==> config.mk <==
export PLATFORM = sky130hd
export DESIGN_NAME = pcrel_pair_load
export DESIGN_NICKNAME = d
export VERILOG_FILES = /design/src/rtl/pairload_pkg.sv /design/src/rtl/pairload_ctrl.sv /design/src/rtl/pairload_dp.sv /design/src/rtl/pcrel_pair_load.sv
export SDC_FILE = /design/constraint.sdc
export NUM_CORES = 1
export LEC_CHECK = 0
export ABC_CLOCK_PERIOD_IN_PS = 3100
export BUFFER_PORTS_ARGS = -buffer_cell sky130_fd_sc_hd__buf_2
export CELL_PAD_IN_SITES_DETAIL_PLACEMENT = 1
export CELL_PAD_IN_SITES_GLOBAL_PLACEMENT = 1
export CORE_MARGIN = 2
export CORE_UTILIZATION = 39
export DETAILED_ROUTE_END_ITERATION = 8
export GPL_TIMING_DRIVEN = 0
export PLACE_DENSITY_LB_ADDON = 0.1
export SYNTH_ARGS = -nofsm -noshare
export SYNTH_HDL_FRONTEND = slang
export SYNTH_SLANG_ARGS = --single-unit
==> constraint.sdc <==
create_clock -name clk -period 3.1 [get_ports clk]
set_clock_uncertainty 0.1 [all_clocks]
set_input_delay 0.31 -clock clk [delete_from_list [all_inputs] [get_ports clk]]
set_output_delay 0.31 -clock clk [all_outputs]
set_load 0.03 [all_outputs]
==> src/rtl/pairload_pkg.sv <==
package pairload_pkg;
  localparam int ADDR_W   = 32;
  localparam int WORD_W   = 32;
  localparam int IDX_W    = 4;
  localparam int IMM_W    = 8;
  localparam int DWORD_W  = 2 * WORD_W;
  localparam int BEAT_B   = WORD_W / 8;
  localparam int WIDE_LSB = $clog2(2 * BEAT_B);
  localparam int WORD_LSB = $clog2(BEAT_B);

  typedef struct packed {
    logic latchInst;
    logic bumpAddr;
    logic captureLow;
    logic commitWide;
    logic commitSplit;
    logic retireNop;
    logic retireUndef;
  } ctrlStrobes_t;

  typedef enum logic [1:0] {
    ST_IDLE = 2'd0,
    ST_REQ  = 2'd1,
    ST_WAIT = 2'd2
  } ctrlState_t;
endpackage

==> src/rtl/pairload_ctrl.sv <==
module pairload_ctrl
  import pairload_pkg::*;
(
  input  logic         clk,
  input  logic         rst_n,
  input  logic         instValid,
  input  logic         condPass,
  input  logic         illegalDec,
  input  logic         wideSel,
  input  logic         memReqReady,
  input  logic         memRspValid,
  output logic         instReady,
  output logic         memReqValid,
  output ctrlStrobes_t strobes
);
  ctrlState_t stateQ, stateD;
  logic secondQ, secondD;

  always_ff @(posedge clk or negedge rst_n) begin
    if (!rst_n) begin
      stateQ  <= ST_IDLE;
      secondQ <= 1'b0;
    end else begin
      stateQ  <= stateD;
      secondQ <= secondD;
    end
  end

  always_comb begin
    stateD      = stateQ;
    secondD     = secondQ;
    strobes     = '0;
    instReady   = (stateQ == ST_IDLE);
    memReqValid = (stateQ == ST_REQ);
    unique case (stateQ)
      ST_IDLE: begin
        if (instValid) begin
          if (!condPass) begin
            strobes.retireNop = 1'b1;
          end else if (illegalDec) begin
            strobes.retireUndef = 1'b1;
          end else begin
            strobes.latchInst = 1'b1;
            secondD = 1'b0;
            stateD  = ST_REQ;
          end
        end
      end
      ST_REQ: begin
        if (memReqReady) stateD = ST_WAIT;
      end
      ST_WAIT: begin
        if (memRspValid) begin
          if (wideSel) begin
            strobes.commitWide = 1'b1;
            stateD = ST_IDLE;
          end else if (!secondQ) begin
            strobes.captureLow = 1'b1;
            strobes.bumpAddr   = 1'b1;
            secondD = 1'b1;
            stateD  = ST_REQ;
          end else begin
            strobes.commitSplit = 1'b1;
            secondD = 1'b0;
            stateD  = ST_IDLE;
          end
        end
      end
      default: stateD = ST_IDLE;
    endcase
  end
endmodule

==> src/rtl/pairload_dp.sv <==
module pairload_dp
  import pairload_pkg::*;
(
  input  logic               clk,
  input  logic               rst_n,
  input  ctrlStrobes_t       strobes,
  input  logic [31:0]        instWord,
  input  logic               compactEnc,
  input  logic [ADDR_W-1:0]  pcValue,
  input  logic               bigEndian,
  input  logic [DWORD_W-1:0] memRspData,
  output logic               illegalDec,
  output logic               wideSel,
  output logic [ADDR_W-1:0]  memReqAddr,
  output logic               wrEn,
  output logic [IDX_W-1:0]   wrIdxA,
  output logic [WORD_W-1:0]  wrDataA,
  output logic [IDX_W-1:0]   wrIdxB,
  output logic [WORD_W-1:0]  wrDataB,
  output logic               doneQ,
  output logic               undefQ
);
  localparam logic [IDX_W-1:0] PC_IDX = '1;

  logic               upBit, preBit, wbBit;
  logic [IDX_W-1:0]   rtD, rt2D;
  logic [ADDR_W-1:0]  immD, baseD, addrD;

  logic [ADDR_W-1:0]  addrQ;
  logic [IDX_W-1:0]   rtQ, rt2Q;
  logic               wideQ, beQ;
  logic [WORD_W-1:0]  lowQ;

  always_comb begin
    upBit  = instWord[23];
    preBit = instWord[24];
    wbBit  = instWord[21];
    rtD    = instWord[15:12];
    if (compactEnc) begin
      rt2D       = instWord[11:8];
      immD       = ADDR_W'({instWord[IMM_W-1:0], 2'b00});
      illegalDec = (rtD == PC_IDX) || (rt2D == PC_IDX) || (rtD == rt2D)
                   || wbBit || !preBit;
    end else begin
      rt2D       = rtD + 1'b1;
      immD       = ADDR_W'({instWord[11:8], instWord[3:0]});
      illegalDec = rtD[0] || (rt2D == PC_IDX);
    end
    baseD = {pcValue[ADDR_W-1:WORD_LSB], {WORD_LSB{1'b0}}};
    addrD = upBit ? (baseD + immD) : (baseD - immD);
  end

  always_ff @(posedge clk or negedge rst_n) begin
    if (!rst_n) begin
      addrQ <= '0;
      rtQ   <= '0;
      rt2Q  <= '0;
      wideQ <= 1'b0;
      beQ   <= 1'b0;
      lowQ  <= '0;
    end else begin
      if (strobes.latchInst) begin
        addrQ <= addrD;
        rtQ   <= rtD;
        rt2Q  <= rt2D;
        wideQ <= (addrD[WIDE_LSB-1:0] == '0);
        beQ   <= bigEndian;
      end else if (strobes.bumpAddr) begin
        addrQ <= addrQ + ADDR_W'(BEAT_B);
      end
      if (strobes.captureLow) lowQ <= memRspData[WORD_W-1:0];
    end
  end

  always_ff @(posedge clk or negedge rst_n) begin
    if (!rst_n) begin
      wrEn    <= 1'b0;
      doneQ   <= 1'b0;
      undefQ  <= 1'b0;
      wrIdxA  <= '0;
      wrIdxB  <= '0;
      wrDataA <= '0;
      wrDataB <= '0;
    end else begin
      wrEn   <= strobes.commitWide | strobes.commitSplit;
      doneQ  <= strobes.commitWide | strobes.commitSplit
              | strobes.retireNop | strobes.retireUndef;
      undefQ <= strobes.retireUndef;
      if (strobes.commitWide) begin
        wrIdxA  <= rtQ;
        wrIdxB  <= rt2Q;
        wrDataA <= beQ ? memRspData[DWORD_W-1:WORD_W] : memRspData[WORD_W-1:0];
        wrDataB <= beQ ? memRspData[WORD_W-1:0] : memRspData[DWORD_W-1:WORD_W];
      end else if (strobes.commitSplit) begin
        wrIdxA  <= rtQ;
        wrIdxB  <= rt2Q;
        wrDataA <= lowQ;
        wrDataB <= memRspData[WORD_W-1:0];
      end
    end
  end

  assign wideSel    = wideQ;
  assign memReqAddr = addrQ;
endmodule

==> src/rtl/pcrel_pair_load.sv <==
module pcrel_pair_load
  import pairload_pkg::*;
(
  input  logic               clk,
  input  logic               rst_n,
  input  logic               instValid,
  output logic               instReady,
  input  logic [31:0]        instWord,
  input  logic               compactEnc,
  input  logic [ADDR_W-1:0]  pcValue,
  input  logic               condPass,
  input  logic               bigEndian,
  output logic               memReqValid,
  input  logic               memReqReady,
  output logic [ADDR_W-1:0]  memReqAddr,
  output logic               memReqWide,
  input  logic               memRspValid,
  input  logic [DWORD_W-1:0] memRspData,
  output logic               wrEnA,
  output logic [IDX_W-1:0]   wrIdxA,
  output logic [WORD_W-1:0]  wrDataA,
  output logic               wrEnB,
  output logic [IDX_W-1:0]   wrIdxB,
  output logic [WORD_W-1:0]  wrDataB,
  output logic               done,
  output logic               undefInst
);
  ctrlStrobes_t strobes;
  logic illegalDec, wideSel, wrEn;

  pairload_ctrl u_ctrl (
    .clk(clk), .rst_n(rst_n), .instValid(instValid), .condPass(condPass),
    .illegalDec(illegalDec), .wideSel(wideSel), .memReqReady(memReqReady),
    .memRspValid(memRspValid), .instReady(instReady),
    .memReqValid(memReqValid), .strobes(strobes)
  );

  pairload_dp u_dp (
    .clk(clk), .rst_n(rst_n), .strobes(strobes), .instWord(instWord),
    .compactEnc(compactEnc), .pcValue(pcValue), .bigEndian(bigEndian),
    .memRspData(memRspData), .illegalDec(illegalDec), .wideSel(wideSel),
    .memReqAddr(memReqAddr), .wrEn(wrEn), .wrIdxA(wrIdxA),
    .wrDataA(wrDataA), .wrIdxB(wrIdxB), .wrDataB(wrDataB),
    .doneQ(done), .undefQ(undefInst)
  );

  assign memReqWide = wideSel;
  assign wrEnA      = wrEn;
  assign wrEnB      = wrEn;
endmodule

==> impl_metrics.toml <==
[timing]
fin_crit_ns = 2.95
finalSetupViolations = 0
fin_hold_ws_ns = 0.00708
worstMarginPinSlew_ns = 0.930
drv_slew = 0
fin_crit_sh = 0.950
relSlewSlack = 0.375
worst_slack_ns = 0.154
fmax_ghz = 0.339
hold_viol = 0

[placement]
placedInstanceArea_um2 = 10700
dp_hpwl_um = 23600
place_worst_setup_slack_ns = -0.750
gp_congestion = 0.831
io_buffer_count = 229

[detailed_routing]
drt_iter0_markers = 353
vias = 8928
routed_wl_um = 30900
ant_nets = 0
drt_pass1_iterations = 4
drcViolationCount = 0
wire_per_inst_um = 18.4
via_per_inst = 5.31

[final_layout]
num-fill-cells = 2823
final_cell_area_um2 = 11500
layout_common_cells = "nand2_1 (293), buf_2 (237), dfrtp_1 (152), o21ai_0 (114), mux2i_1 (69)"
synthToLayoutAreaGrowth_pct = 26.4
multi_input_area_um2 = 5070
layout_commonest_cell = "nand2_1"
drive_gt1_frac = 0.230
seqCellArea_um2 = 3800
nets = 1512

[yosys]
syn_inst = 1096
syn-cell-area_um2 = 9110
ys_seq_area_frac = 0.417
async_flop_share = 1.00
synth-seq-cells = 152
syn_avg_cell_area_um2 = 8.32
synth_edf_count = 0
synth.yosys.warnings = 0
synth_ff_type = "dfrtp_1"
synth.distinct_cells = 69
syn-num-nets = 1253

[worst_setup_path]
crit_path_end = "u_dp.memReqAddr[20]"
startpoint = "compactEnc"
critPathMaxFanout = 10
critPathKind = "in2reg"
ff2ff_setup_slack_ns = 0.21
crit_required_ns = 3.31
r2r_cells = 9
cp-end-kind = "register"
crit_slowest_cell = "fa_2"
startpoint_type = "primary input"
crit_arrival_ns = 3.15
cp.depth = 15
r2r_start = "u_ctrl.stateQ[0]"
cp_slowest_stage_delay_ns = 0.36
regToRegEndpoint = "u_dp.lowQ[26]"
crit_chain = "buf_2 > buf_6 > buf_12 > mux2i_4 > inv_1 > ha_1 > fa_2 > nor2b_1 > o311ai_2 > a21oi_4 > o311ai_4 > buf_4 > nand2_1 > xnor2_1 > a21oi_1"
cp_top_family = "compound AO/OA/AOI/OAI gates"
crit_buf_inv = 5

[clock_network]
cts_sinks = 152
h-tree-depth = 4
clockBufferDepth = 2
clk_pin_slew_ns = 0.07
clk_latency_ns = 0.43
cts_tree = "built"
cts_made_buffers = 17
cts-root-buf = "clkbuf_16"

[global_route]
grt_pass1_vias = 9304
grt_pass1_wl_um = 49800
grt_overflow = 0
antenna_found_initial = 1
grt_max_degree = 103
grt_usage = 0.256

[pwr]
p_per_area_nw_per_um2 = 857
sw_frac_of_total = 0.461
pwr-share-comb = 0.438
power.switching_mw = 4.55
peakVddDrop_mv = 0.440
power_frac_seq = 0.350
intPower_mw = 5.32
clkPwrFrac = 0.212
p_leak_nw = 5.34

[status]
status = "completed"

[floorplanning]
fp-row-count = 55
io_pins = 247
coreArea_um2 = 22800
chipHeight_um = 157
die_area_um2 = 24600
die_w_um = 157
start_util = 0.400

[min_path]
hold_path_class = "in2reg"

[run]
cap_violations = 0
[final cells by class]
| type | count | area share |
|---|---|---|
| timing repair buffer | 242 | 0.113 |
| sequential | 152 | 0.330 |
| tap | 313 | 0.0340 |
| buffer | 65 | 0.0247 |
| clock inverter | 14 | 0.0132 |
| inverter | 23 | 0.00749 |
| clock buffer | 18 | 0.0373 |
| multi-input combinational | 854 | 0.440 |
| antenna | 1 | 0.000217 |
[registers in the layout, summed over array words and instances (netlist names), 2 cells and up]
| name | flops |
|---|---|
| u_dp.wrIdxA | 4 |
| u_dp.rt2Q | 4 |
| u_dp.wrDataB | 32 |
| u_dp.wrIdxB | 4 |
| u_dp.rtQ | 4 |
| u_dp.memReqAddr | 32 |
| u_ctrl.stateQ | 2 |
| u_dp.lowQ | 32 |
| u_dp.wrDataA | 32 |
[power by group through the flow]
stage | combinational, mW | sequential [mW] | clock (mW)
final | 4.32 | 3.46 | 2.09
after floorplan | 1.65 | 4.63 | 0
after global placement | 4.22 | 3.45 | 0
after CTS | 4.36 | 3.46 | 2.14
after detailed placement | 4.31 | 3.49 | 0
after global routing | 4.75 | 3.59 | 2.21
[cells by family after synthesis]
logic type      share of synthesized area
simple gates                        0.217
compound gates                      0.181
flops                               0.417
buf+inv                            0.0387
mux                                0.0780
xor+xnor                           0.0384
fa+ha+maj                          0.0297
[through the flow]
stage | util | power, mW | TNS (ns) | instances
6_report | 0.506 | 9.87 | 0 | 1682
5_1_grt | 0.506 | 10.5 | -0.00988 | 1682
3_3_place_gp | 0.468 | 7.67 | -135.88 | 1638
2_1_floorplan | - | 6.27 | 0 | 1096
3_5_place_dp | 0.470 | 7.81 | -10.54 | 1639
4_1_cts | 0.503 | 9.96 | 0 | 1683
[worst register-to-register path: stages, from the launching register on]
cell	delay [ns]
dfrtp_1	0.32
clkbuf_1	0.27
nand2b_1	0.19
nor2_1	0.07
nand2_1	0.19
clkbuf_1	0.44
clkbuf_1	0.56
buf_1	0.50
nand2_1	0.12
nand2_1	0.08
[repair_timing]
item                       4_1_cts  5_1_grt
buffers inserted                 2        0
gates resized for setup         11       15
setup endpoints to repair       12       24
pin swaps                        3        4
hold buffers                    10        0
hold endpoints to repair        59        0
[synth_stat cells (5+ instances only)]
cell / n / area share
a21oi_1: 56 / 0.031
nand3_1: 27 / 0.015
nand4_1: 13 / 0.0089
a21o_1: 6 / 0.0049
a31oi_1: 9 / 0.0062
o31ai_1: 7 / 0.0058
nor4_1: 6 / 0.0041
inv_1: 22 / 0.0091
ha_1: 20 / 0.027
dfrtp_1: 152 / 0.42
o21ai_0: 114 / 0.063
buf_2: 9 / 0.0049
mux2i_1: 71 / 0.078
buf_1: 8 / 0.0033
nor2b_1: 6 / 0.0041
clkbuf_1: 49 / 0.020
nor3_1: 20 / 0.011
o211ai_1: 6 / 0.0049
nand2b_1: 5 / 0.0034
nor2_1: 45 / 0.019
xor2_1: 15 / 0.014
xnor2_1: 25 / 0.024
o21ai_1: 26 / 0.014
o22ai_1: 10 / 0.0069
or3_1: 5 / 0.0034
nand2_1: 293 / 0.12
[worst min-delay path by stage]
| stage | slack, ns | cells after the start | endpoint | from |
|---|---|---|---|---|
| 2_1_floorplan | -0.09 | 0 | u_ctrl.secondQ | rst_n |
| 3_3_place_gp | 0.35 | 2 | u_dp.wrIdxA[0] | u_dp.rtQ[0] |
| 3_5_place_dp | 0.14 | 1 | u_dp.wrDataB[9] | rst_n |
| 4_1_cts | 0.0007 | 3 | u_dp.lowQ[25] | memRspData[25] |
| 5_1_grt | 0.01 | 3 | u_dp.lowQ[25] | memRspData[25] |
| 6_report | 0.007 | 3 | u_dp.lowQ[26] | memRspData[26] |
[metal layers]
metal | vias up | track usage | share of wire
li1 | 4337 | - | -
met1 | 4368 | 0.315 | 0.43
met2 | 199 | 0.461 | 0.51
met3 | 24 | 0.0438 | 0.047
met4 | 0 | 0.0708 | 0.013
met5 | - | 0 | 0
Power figures use the tool's default switching activity.
